File: src/rtl/trp_pkg.sv
package trp_pkg;

    typedef enum logic [1:0] {
        LVL_U = 2'b00,
        LVL_S = 2'b01,
        LVL_H = 2'b10,
        LVL_M = 2'b11
    } lvl_e;

    typedef enum logic {
        RET_M = 1'b0,
        RET_S = 1'b1
    } ret_kind_e;

    typedef struct packed {
        logic m_ie;
        logic m_pie;
        lvl_e m_pp;
        logic s_ie;
        logic s_pie;
        logic s_pp;
    } stat_t;

    localparam stat_t STAT_RST = '{
        m_ie: 1'b0, m_pie: 1'b0, m_pp: LVL_U,
        s_ie: 1'b0, s_pie: 1'b0, s_pp: 1'b0
    };

    // The hypervisor level does not exist here; it lands in user mode.
    function automatic lvl_e fold_level(lvl_e l);
        return (l == LVL_H) ? LVL_U : l;
    endfunction

endpackage

File: src/rtl/trp_legal.sv
module trp_legal
    import trp_pkg::*;
(
    input  ret_kind_e kind,
    input  lvl_e      cur,
    output logic      illegal
);
    always_comb begin
        unique case (kind)
            RET_M:   illegal = (cur != LVL_M);
            RET_S:   illegal = (cur == LVL_U);
            default: illegal = 1'b1;
        endcase
    end
endmodule

File: src/rtl/trp_align.sv
module trp_align #(
    parameter int STRICT_BITS = 2
) (
    input  logic [1:0] pc_lo,
    input  logic       rvc_en,
    output logic       misaligned
);
    generate
        if (STRICT_BITS >= 2) begin : g_word
            assign misaligned = !rvc_en && (pc_lo != 2'b00);
        end else begin : g_half
            logic unused_hi;
            assign unused_hi  = pc_lo[1];
            assign misaligned = !rvc_en && pc_lo[0];
        end
    endgenerate
endmodule

File: src/rtl/trp_status.sv
module trp_status
    import trp_pkg::*;
(
    input  ret_kind_e kind,
    input  stat_t     cur,
    output stat_t     nxt,
    output lvl_e      dest
);
    always_comb begin
        nxt  = cur;
        dest = LVL_U;
        unique case (kind)
            RET_M: begin
                dest      = fold_level(cur.m_pp);
                nxt.m_ie  = cur.m_pie;
                nxt.m_pie = 1'b0;
                nxt.m_pp  = LVL_U;
            end
            RET_S: begin
                dest      = cur.s_pp ? LVL_S : LVL_U;
                nxt.s_ie  = cur.s_pie;
                nxt.s_pie = 1'b0;
                nxt.s_pp  = 1'b0;
            end
            default: begin
                nxt  = cur;
                dest = LVL_U;
            end
        endcase
    end
endmodule

File: src/rtl/trp_return_unit.sv
module trp_return_unit
    import trp_pkg::*;
#(
    parameter int XLEN        = 32,
    parameter int STRICT_BITS = 2
) (
    input  logic            clk,
    input  logic            rst_n,
    input  logic            ret_valid,
    input  logic            ret_sret,
    input  logic [1:0]      cur_priv,
    input  logic            st_mie,
    input  logic            st_mpie,
    input  logic [1:0]      st_mpp,
    input  logic            st_sie,
    input  logic            st_spie,
    input  logic            st_spp,
    input  logic [XLEN-1:0] mepc,
    input  logic [XLEN-1:0] sepc,
    input  logic            rvc_en,
    output logic            rsp_valid,
    output logic            rsp_commit,
    output logic            rsp_illegal,
    output logic            rsp_misaligned,
    output logic [XLEN-1:0] rsp_pc,
    output logic [1:0]      rsp_priv,
    output logic            rsp_mie,
    output logic            rsp_mpie,
    output logic [1:0]      rsp_mpp,
    output logic            rsp_sie,
    output logic            rsp_spie,
    output logic            rsp_spp
);
    typedef struct packed {
        logic  valid;
        logic  commit;
        logic  illegal;
        logic  misaligned;
        lvl_e  level;
        stat_t st;
    } rsp_t;

    localparam rsp_t RSP_RST = '{
        valid: 1'b0, commit: 1'b0, illegal: 1'b0, misaligned: 1'b0,
        level: LVL_M, st: STAT_RST
    };

    rsp_t            rsp_d, rsp_q;
    logic [XLEN-1:0] pc_d, pc_q;

    ret_kind_e       kind;
    lvl_e            cur_lvl;
    stat_t           st_in, st_nxt;
    lvl_e            dest_lvl;
    logic [XLEN-1:0] target_pc;
    logic            priv_fault, align_fault;

    assign kind      = ret_sret ? RET_S : RET_M;
    assign cur_lvl   = lvl_e'(cur_priv);
    assign st_in     = '{m_ie: st_mie, m_pie: st_mpie, m_pp: lvl_e'(st_mpp),
                         s_ie: st_sie, s_pie: st_spie, s_pp: st_spp};
    assign target_pc = (kind == RET_S) ? sepc : mepc;

    trp_legal u_legal (
        .kind    (kind),
        .cur     (cur_lvl),
        .illegal (priv_fault)
    );

    trp_align #(.STRICT_BITS(STRICT_BITS)) u_align (
        .pc_lo      (target_pc[1:0]),
        .rvc_en     (rvc_en),
        .misaligned (align_fault)
    );

    trp_status u_status (
        .kind (kind),
        .cur  (st_in),
        .nxt  (st_nxt),
        .dest (dest_lvl)
    );

    always_comb begin
        rsp_d            = rsp_q;
        pc_d             = pc_q;
        rsp_d.valid      = 1'b0;
        rsp_d.commit     = 1'b0;
        rsp_d.illegal    = 1'b0;
        rsp_d.misaligned = 1'b0;
        if (ret_valid) begin
            rsp_d.valid      = 1'b1;
            rsp_d.illegal    = priv_fault;
            rsp_d.misaligned = !priv_fault && align_fault;
            rsp_d.commit     = !priv_fault && !align_fault;
            pc_d             = target_pc;
            if (!priv_fault && !align_fault) begin
                rsp_d.level = dest_lvl;
                rsp_d.st    = st_nxt;
            end else begin
                rsp_d.level = cur_lvl;
                rsp_d.st    = st_in;
            end
        end
    end

    always_ff @(posedge clk or negedge rst_n) begin
        if (!rst_n) begin
            rsp_q <= RSP_RST;
            pc_q  <= '0;
        end else begin
            rsp_q <= rsp_d;
            pc_q  <= pc_d;
        end
    end

    assign rsp_valid      = rsp_q.valid;
    assign rsp_commit     = rsp_q.commit;
    assign rsp_illegal    = rsp_q.illegal;
    assign rsp_misaligned = rsp_q.misaligned;
    assign rsp_pc         = pc_q;
    assign rsp_priv       = rsp_q.level;
    assign rsp_mie        = rsp_q.st.m_ie;
    assign rsp_mpie       = rsp_q.st.m_pie;
    assign rsp_mpp        = rsp_q.st.m_pp;
    assign rsp_sie        = rsp_q.st.s_ie;
    assign rsp_spie       = rsp_q.st.s_pie;
    assign rsp_spp        = rsp_q.st.s_pp;

endmodule

File: config.mk
export PLATFORM = sky130hd
export DESIGN_NAME = trp_return_unit
export DESIGN_NICKNAME = d
export VERILOG_FILES = /design/src/rtl/trp_pkg.sv /design/src/rtl/trp_legal.sv /design/src/rtl/trp_align.sv /design/src/rtl/trp_status.sv /design/src/rtl/trp_return_unit.sv
export SDC_FILE = /design/constraint.sdc
export NUM_CORES = 1
export LEC_CHECK = 0
export BUFFER_PORTS_ARGS = -buffer_cell sky130_fd_sc_hd__buf_2
export CAP_MARGIN = 20
export CORE_MARGIN = 10
export CORE_UTILIZATION = 25
export DETAILED_ROUTE_END_ITERATION = 8
export PLACE_DENSITY_LB_ADDON = 0.25
export SLEW_MARGIN = 10
export SYNTH_ARGS = -nofsm -noshare
export SYNTH_HDL_FRONTEND = slang
export SYNTH_SLANG_ARGS = --single-unit
File: constraint.sdc
create_clock -name clk -period 2.2 [get_ports clk]
set_clock_uncertainty 0.1 [all_clocks]
set_input_delay 0.44 -clock clk [delete_from_list [all_inputs] [get_ports clk]]
set_output_delay 0.44 -clock clk [all_outputs]
set_load 0.02 [all_outputs]
# Yosys cells after proc, flatten, opt, wreduce, memory -nomap -nowiden
# Index checks and enable logic that the tools add are counted.
dict set report op_classes {
  eq_ne 2
  n_mux 10
  bitwise 1
  n_reduce_logical 8
}
# operator count
set ops {}
lappend ops {{2-to-1 mux 32 bit} 1}
lappend ops {{2-to-1 mux 13 bit} 1}
lappend ops {{2-to-1 mux 9 bit} 1}
lappend ops {{2-to-1 mux 4 bit} 1}
lappend ops {{one-hot mux 2 bit (2 select lines)} 1}
lappend ops {{logical AND 1 bit} 3}
lappend ops {{logical NOT 1 bit} 3}
lappend ops {{2-to-1 mux 3 bit} 1}
lappend ops {{equality test 2 bit (second input constant)} 1}
lappend ops {{logical NOT 2 bit} 1}
lappend ops {{2-to-1 mux 1 bit} 2}
lappend ops {{2-to-1 mux 2 bit} 1}
lappend ops {{!= test 2 bit (second input constant)} 1}
lappend ops {{one-hot mux 1 bit (2 select lines)} 1}
lappend ops {{nonzero test 2 bit} 1}
lappend ops {{inverter 1 bit} 1}
dict set report word_totals {
  ff_bits 45
  in_bits 78
  word_cells 33
}

# Longest topological paths before layout
dict set report logic_depth {
  ltp_word 8
  depth_mapped 5
}

# Modules after synthesis
# Synthesis repeated with hierarchy kept, for this count alone.
dict set report unflattened {
  hier_cells 208
  hier_area_um2 2203.4
}
# module instances cells_per_inst area_per_inst_um2 seq_area_each_um2
set by_module_without_submodules {}
lappend by_module_without_submodules {trp_return_unit 1 195 2084.5 1128.6}
lappend by_module_without_submodules {trp_status 1 10 96.3 0.0}
lappend by_module_without_submodules {trp_legal 1 2 12.5 0.0}
lappend by_module_without_submodules {trp_align 1 1 10.0 0.0}

# Least setup slack after synthesis
# Ideal clock, no wire load.
dict set report synth_path {
  kind {input to register}
  from {input ret_sret}
  to {register rsp_q, in the netlist rsp_priv[0]}
  setup_time_ns 0.087
  t_arrival_ns 1.103
  required_time_ns 2.013
  setup_slack_ns 0.909
  stages 4
  path_buffers 1
  cell_sequence {buf_6 -> mux2_4 -> a211oi_2 -> a211oi_1}
}
dict set report synth_via {
  elab_chain_cells 7
  word_cells_on_any_way 11
  cone_classes {mux: 5; bitwise: 1; reduce/logical: 5}
}
# element line_no
set synth_rtl {}
lappend synth_rtl {{start, declared} trp_return_unit.sv:10} ;# input logic ret_sret,
lappend synth_rtl {{2-to-1 mux 1 bit *} trp_return_unit.sv:58} ;# assign kind = ret_sret ? RET_S : RET_M;
lappend synth_rtl {{2-to-1 mux 32 bit} trp_return_unit.sv:62} ;# assign target_pc = (kind == RET_S) ? sepc : mepc;
lappend synth_rtl {{nonzero test 2 bit} trp_align.sv:10} ;# assign misaligned = !rvc_en && (pc_lo != 2'b00);
lappend synth_rtl {{logical AND 1 bit} trp_align.sv:10}
lappend synth_rtl {{logical NOT 1 bit} trp_return_unit.sv:96} ;# if (!priv_fault && !align_fault) begin
lappend synth_rtl {{logical AND 1 bit} trp_return_unit.sv:96}
lappend synth_rtl {{2-to-1 mux 9 bit *} trp_return_unit.sv:96}
lappend synth_rtl {{end signal, assigned} trp_return_unit.sv:111} ;# rsp_q <= rsp_d;
lappend synth_rtl {{end, declared} trp_return_unit.sv:48} ;# rsp_t rsp_d, rsp_q;
# Every way passes the cells marked *; elsewhere a longest branch is shown, timed or not.
# A chain may end at the register's enable or synchronous reset.

# Final worst setup path
dict set report layout_path {
  from {register rsp_q, in the netlist rsp_priv[0]}
  to {output rsp_priv[0]}
}
# element line_no
set layout_lines {}
lappend layout_lines {{end, declared} trp_return_unit.sv:26} ;# output logic [1:0] rsp_priv,
# No word-level cell between the ends.

==> reports/results.ini <==
[cts]
cts-hold-fix-buffers = 0
root_buffer = clkbuf_8
cts_tree = built
insertion_delay_ns = 0.29
cts_setup_buffers = 0
cts_resized = 0
htree_levels = 2
cts_sinks = 45
cts_made_buffers = 5
clk_path_buf_depth = 2
clk_pin_slew_ns = 0.09

[detailed_routing]
met3_length_um = 558
vias_per_cell = 4.43
drt-pass1-iter-count = 4
first_iter_violations = 53
route.detailed.drc = 0
wl_met1_um = 2850
drt-total-wl_um = 6410
wl_per_cell_um = 15.0
maxUsedRoutingLayer = met4
ant_nets = 0
dr_wl_met2_um = 2970
vias = 1894

[global_route]
grt_pass1_vias = 2122
globalRouteOverflowTotal = 0
grt_max_degree = 59
grt_usage = 0.0978
grt_pass1_wl_um = 10500
antenna_found_initial = 0

[floorplanning]
rows = 33
io_pins = 123
die_w_um = 113
core_um2 = 8300
die-area_um2 = 12700
start_util = 0.259
die_y_um = 113

[power_and_ir_drop]
p_sw_frac = 0.292
finalPower_mw = 2.09
p_int_mw = 1.48
p_comb_frac = 0.231
power.leakage_nw = 1.50
power.share.clock = 0.311
cellPowerDensity_nw_per_um2 = 705
vdd_drop_max_mv = 0.290
power.net_switching_mw = 0.610
p_seq_frac = 0.458

[final_layout]
finalInstanceArea_um2 = 2960
fin_util = 0.357
final_common_cell = buf_2
drive_gt1_frac = 0.437
final_cells = 428
nets = 400
layout_common_cells = 122 x buf_2, 43 x dfrtp_1, 36 x nor2_1, 32 x mux2i_1, 32 x a21oi_1
fill_cells = 877
n_antenna_cell = 0
areaGrowthSynthToFinish_pct = 37.9

[yosys]
synth_area_um2 = 2150
syn_nets = 281
syn-instance-count = 203
synth_area_leader_cell = dfrtp_1
ys_types = 35
synth_edf_count = 0
synth_area_per_cell_um2 = 10.6
synth_seq_cells = 45
yosysWarnings = 0
synth.top_cell.area_share = 0.501
ys_seq_area_frac = 0.526
synth_flop_cell = dfrtp_1
synth.area.top_cells = dfrtp_1 50%, mux2i_1 15%, a21oi_1 7.5%
async_reset_ff_frac = 1.00

[sta]
hold_viol = 0
drv_slew = 0
layout_min_cycle_time_ns = 1.54
relSlewSlack = 0.653
rsz0062_at_grt = no
fin_tns_setup_ns = 0
setup_viol = 0
min_period_over_period = 0.700
fin_hold_ws_ns = 0.0145
tightest_slew_ns = 0.521
worst_slack_ns = 0.661
max_freq_mhz = 650

[hold_path]
holdCritPathClass = input pin to asynchronous set/reset pin

[critical_path]
crit_family = flip-flops
crit_fanout = 2
arrival_ns = 1.00
cp_slowest_cell = dfstp_2
required_ns = 1.66
endpoint_kind = output port
slowest_delay_ns = 0.55
path_buf_inv = 1
crit_type = flop to output port
r2r_cells = 2
rrSetupSlack_ns = 1.23
r2r_start = rsp_priv[0]
r2r_end = rsp_priv[0]
cp-start-kind = flop
path_cells = buf_2

[run]
cap_violations = 0

[placement]
placed_cells = 420
placed_area_um2 = 2840
hpwlAfterDp_um = 5050
io_buffers = 122
dp_slack_ns = 0.438
gp_congestion = 0.760

[run_status]
status = complete, no violations

==> final cells by class <==
type,count,area [um2],share of cell area
flip-flops and latches,45,1130,0.381
multi-input cells,140,902,0.305
repair buffers,126,666,0.225
well taps,105,131,0.0444
clock buffers,7,86.3,0.0292
clock inverters,1,30.0,0.0101
inverters,4,15.0,0.00507
==> logic make-up (layout without fill, tap and decap cells) <==
family / after synthesis / after routing / share of synthesized area
AND/OR/NAND/NOR: 56 / 56 / 0.113
AO/OA/AOI/OAI: 51 / 51 / 0.152
flip-flops: 45 / 45 / 0.526
multiplexers: 33 / 33 / 0.156
buffers and inverters: 18 / 138 / 0.0536
==> state kept, by name, summed over array words and instances, names as in the netlist <==
name and cells:
rsp_priv 2, rsp_spp 1, rsp_valid 1, rsp_misaligned 1
rsp_pc 32, rsp_mpie 1, rsp_mpp 2, rsp_spie 1
rsp_commit 1, rsp_sie 1, rsp_mie 1, rsp_illegal 1
==> layer usage <==
layer,GRT usage,vias up
met2,0.154,69
li1,-,950
met5,0,-
met4,0.0203,0
met3,0.0442,2
met1,0.120,873
==> power by group through the flow <==
stage	registers, mW	logic, mW	clock network [mW]
floorplan	1.08	0.170	0
global placement	0.969	0.492	0
detailed placement	0.970	0.496	0
CTS	0.956	0.495	0.673
global route	0.967	0.536	0.711
finish	0.956	0.482	0.649
==> cell usage after synthesis, drive strengths merged (3+ instances only) <==
cell and instances:
dfrtp 43, inv 3, nor3 3, mux2i 32
nor2 36, o2bb2ai 4, a21oi 32, buf 12
nand2 10
==> worst max path at each step <==
stage | from | to | depth (start not counted)
6_report | rsp_priv[0] | rsp_priv[0] | 1
4_1_cts | rsp_priv[0] | rsp_priv[0] | 1
3_3_place_gp | ret_valid | rsp_priv[0] | 4
5_1_grt | rsp_priv[0] | rsp_priv[0] | 1
2_1_floorplan | ret_sret | rsp_priv[0] | 4
3_5_place_dp | ret_valid | rsp_priv[0] | 4
Note: power is estimated with default switching activity, not from simulation.
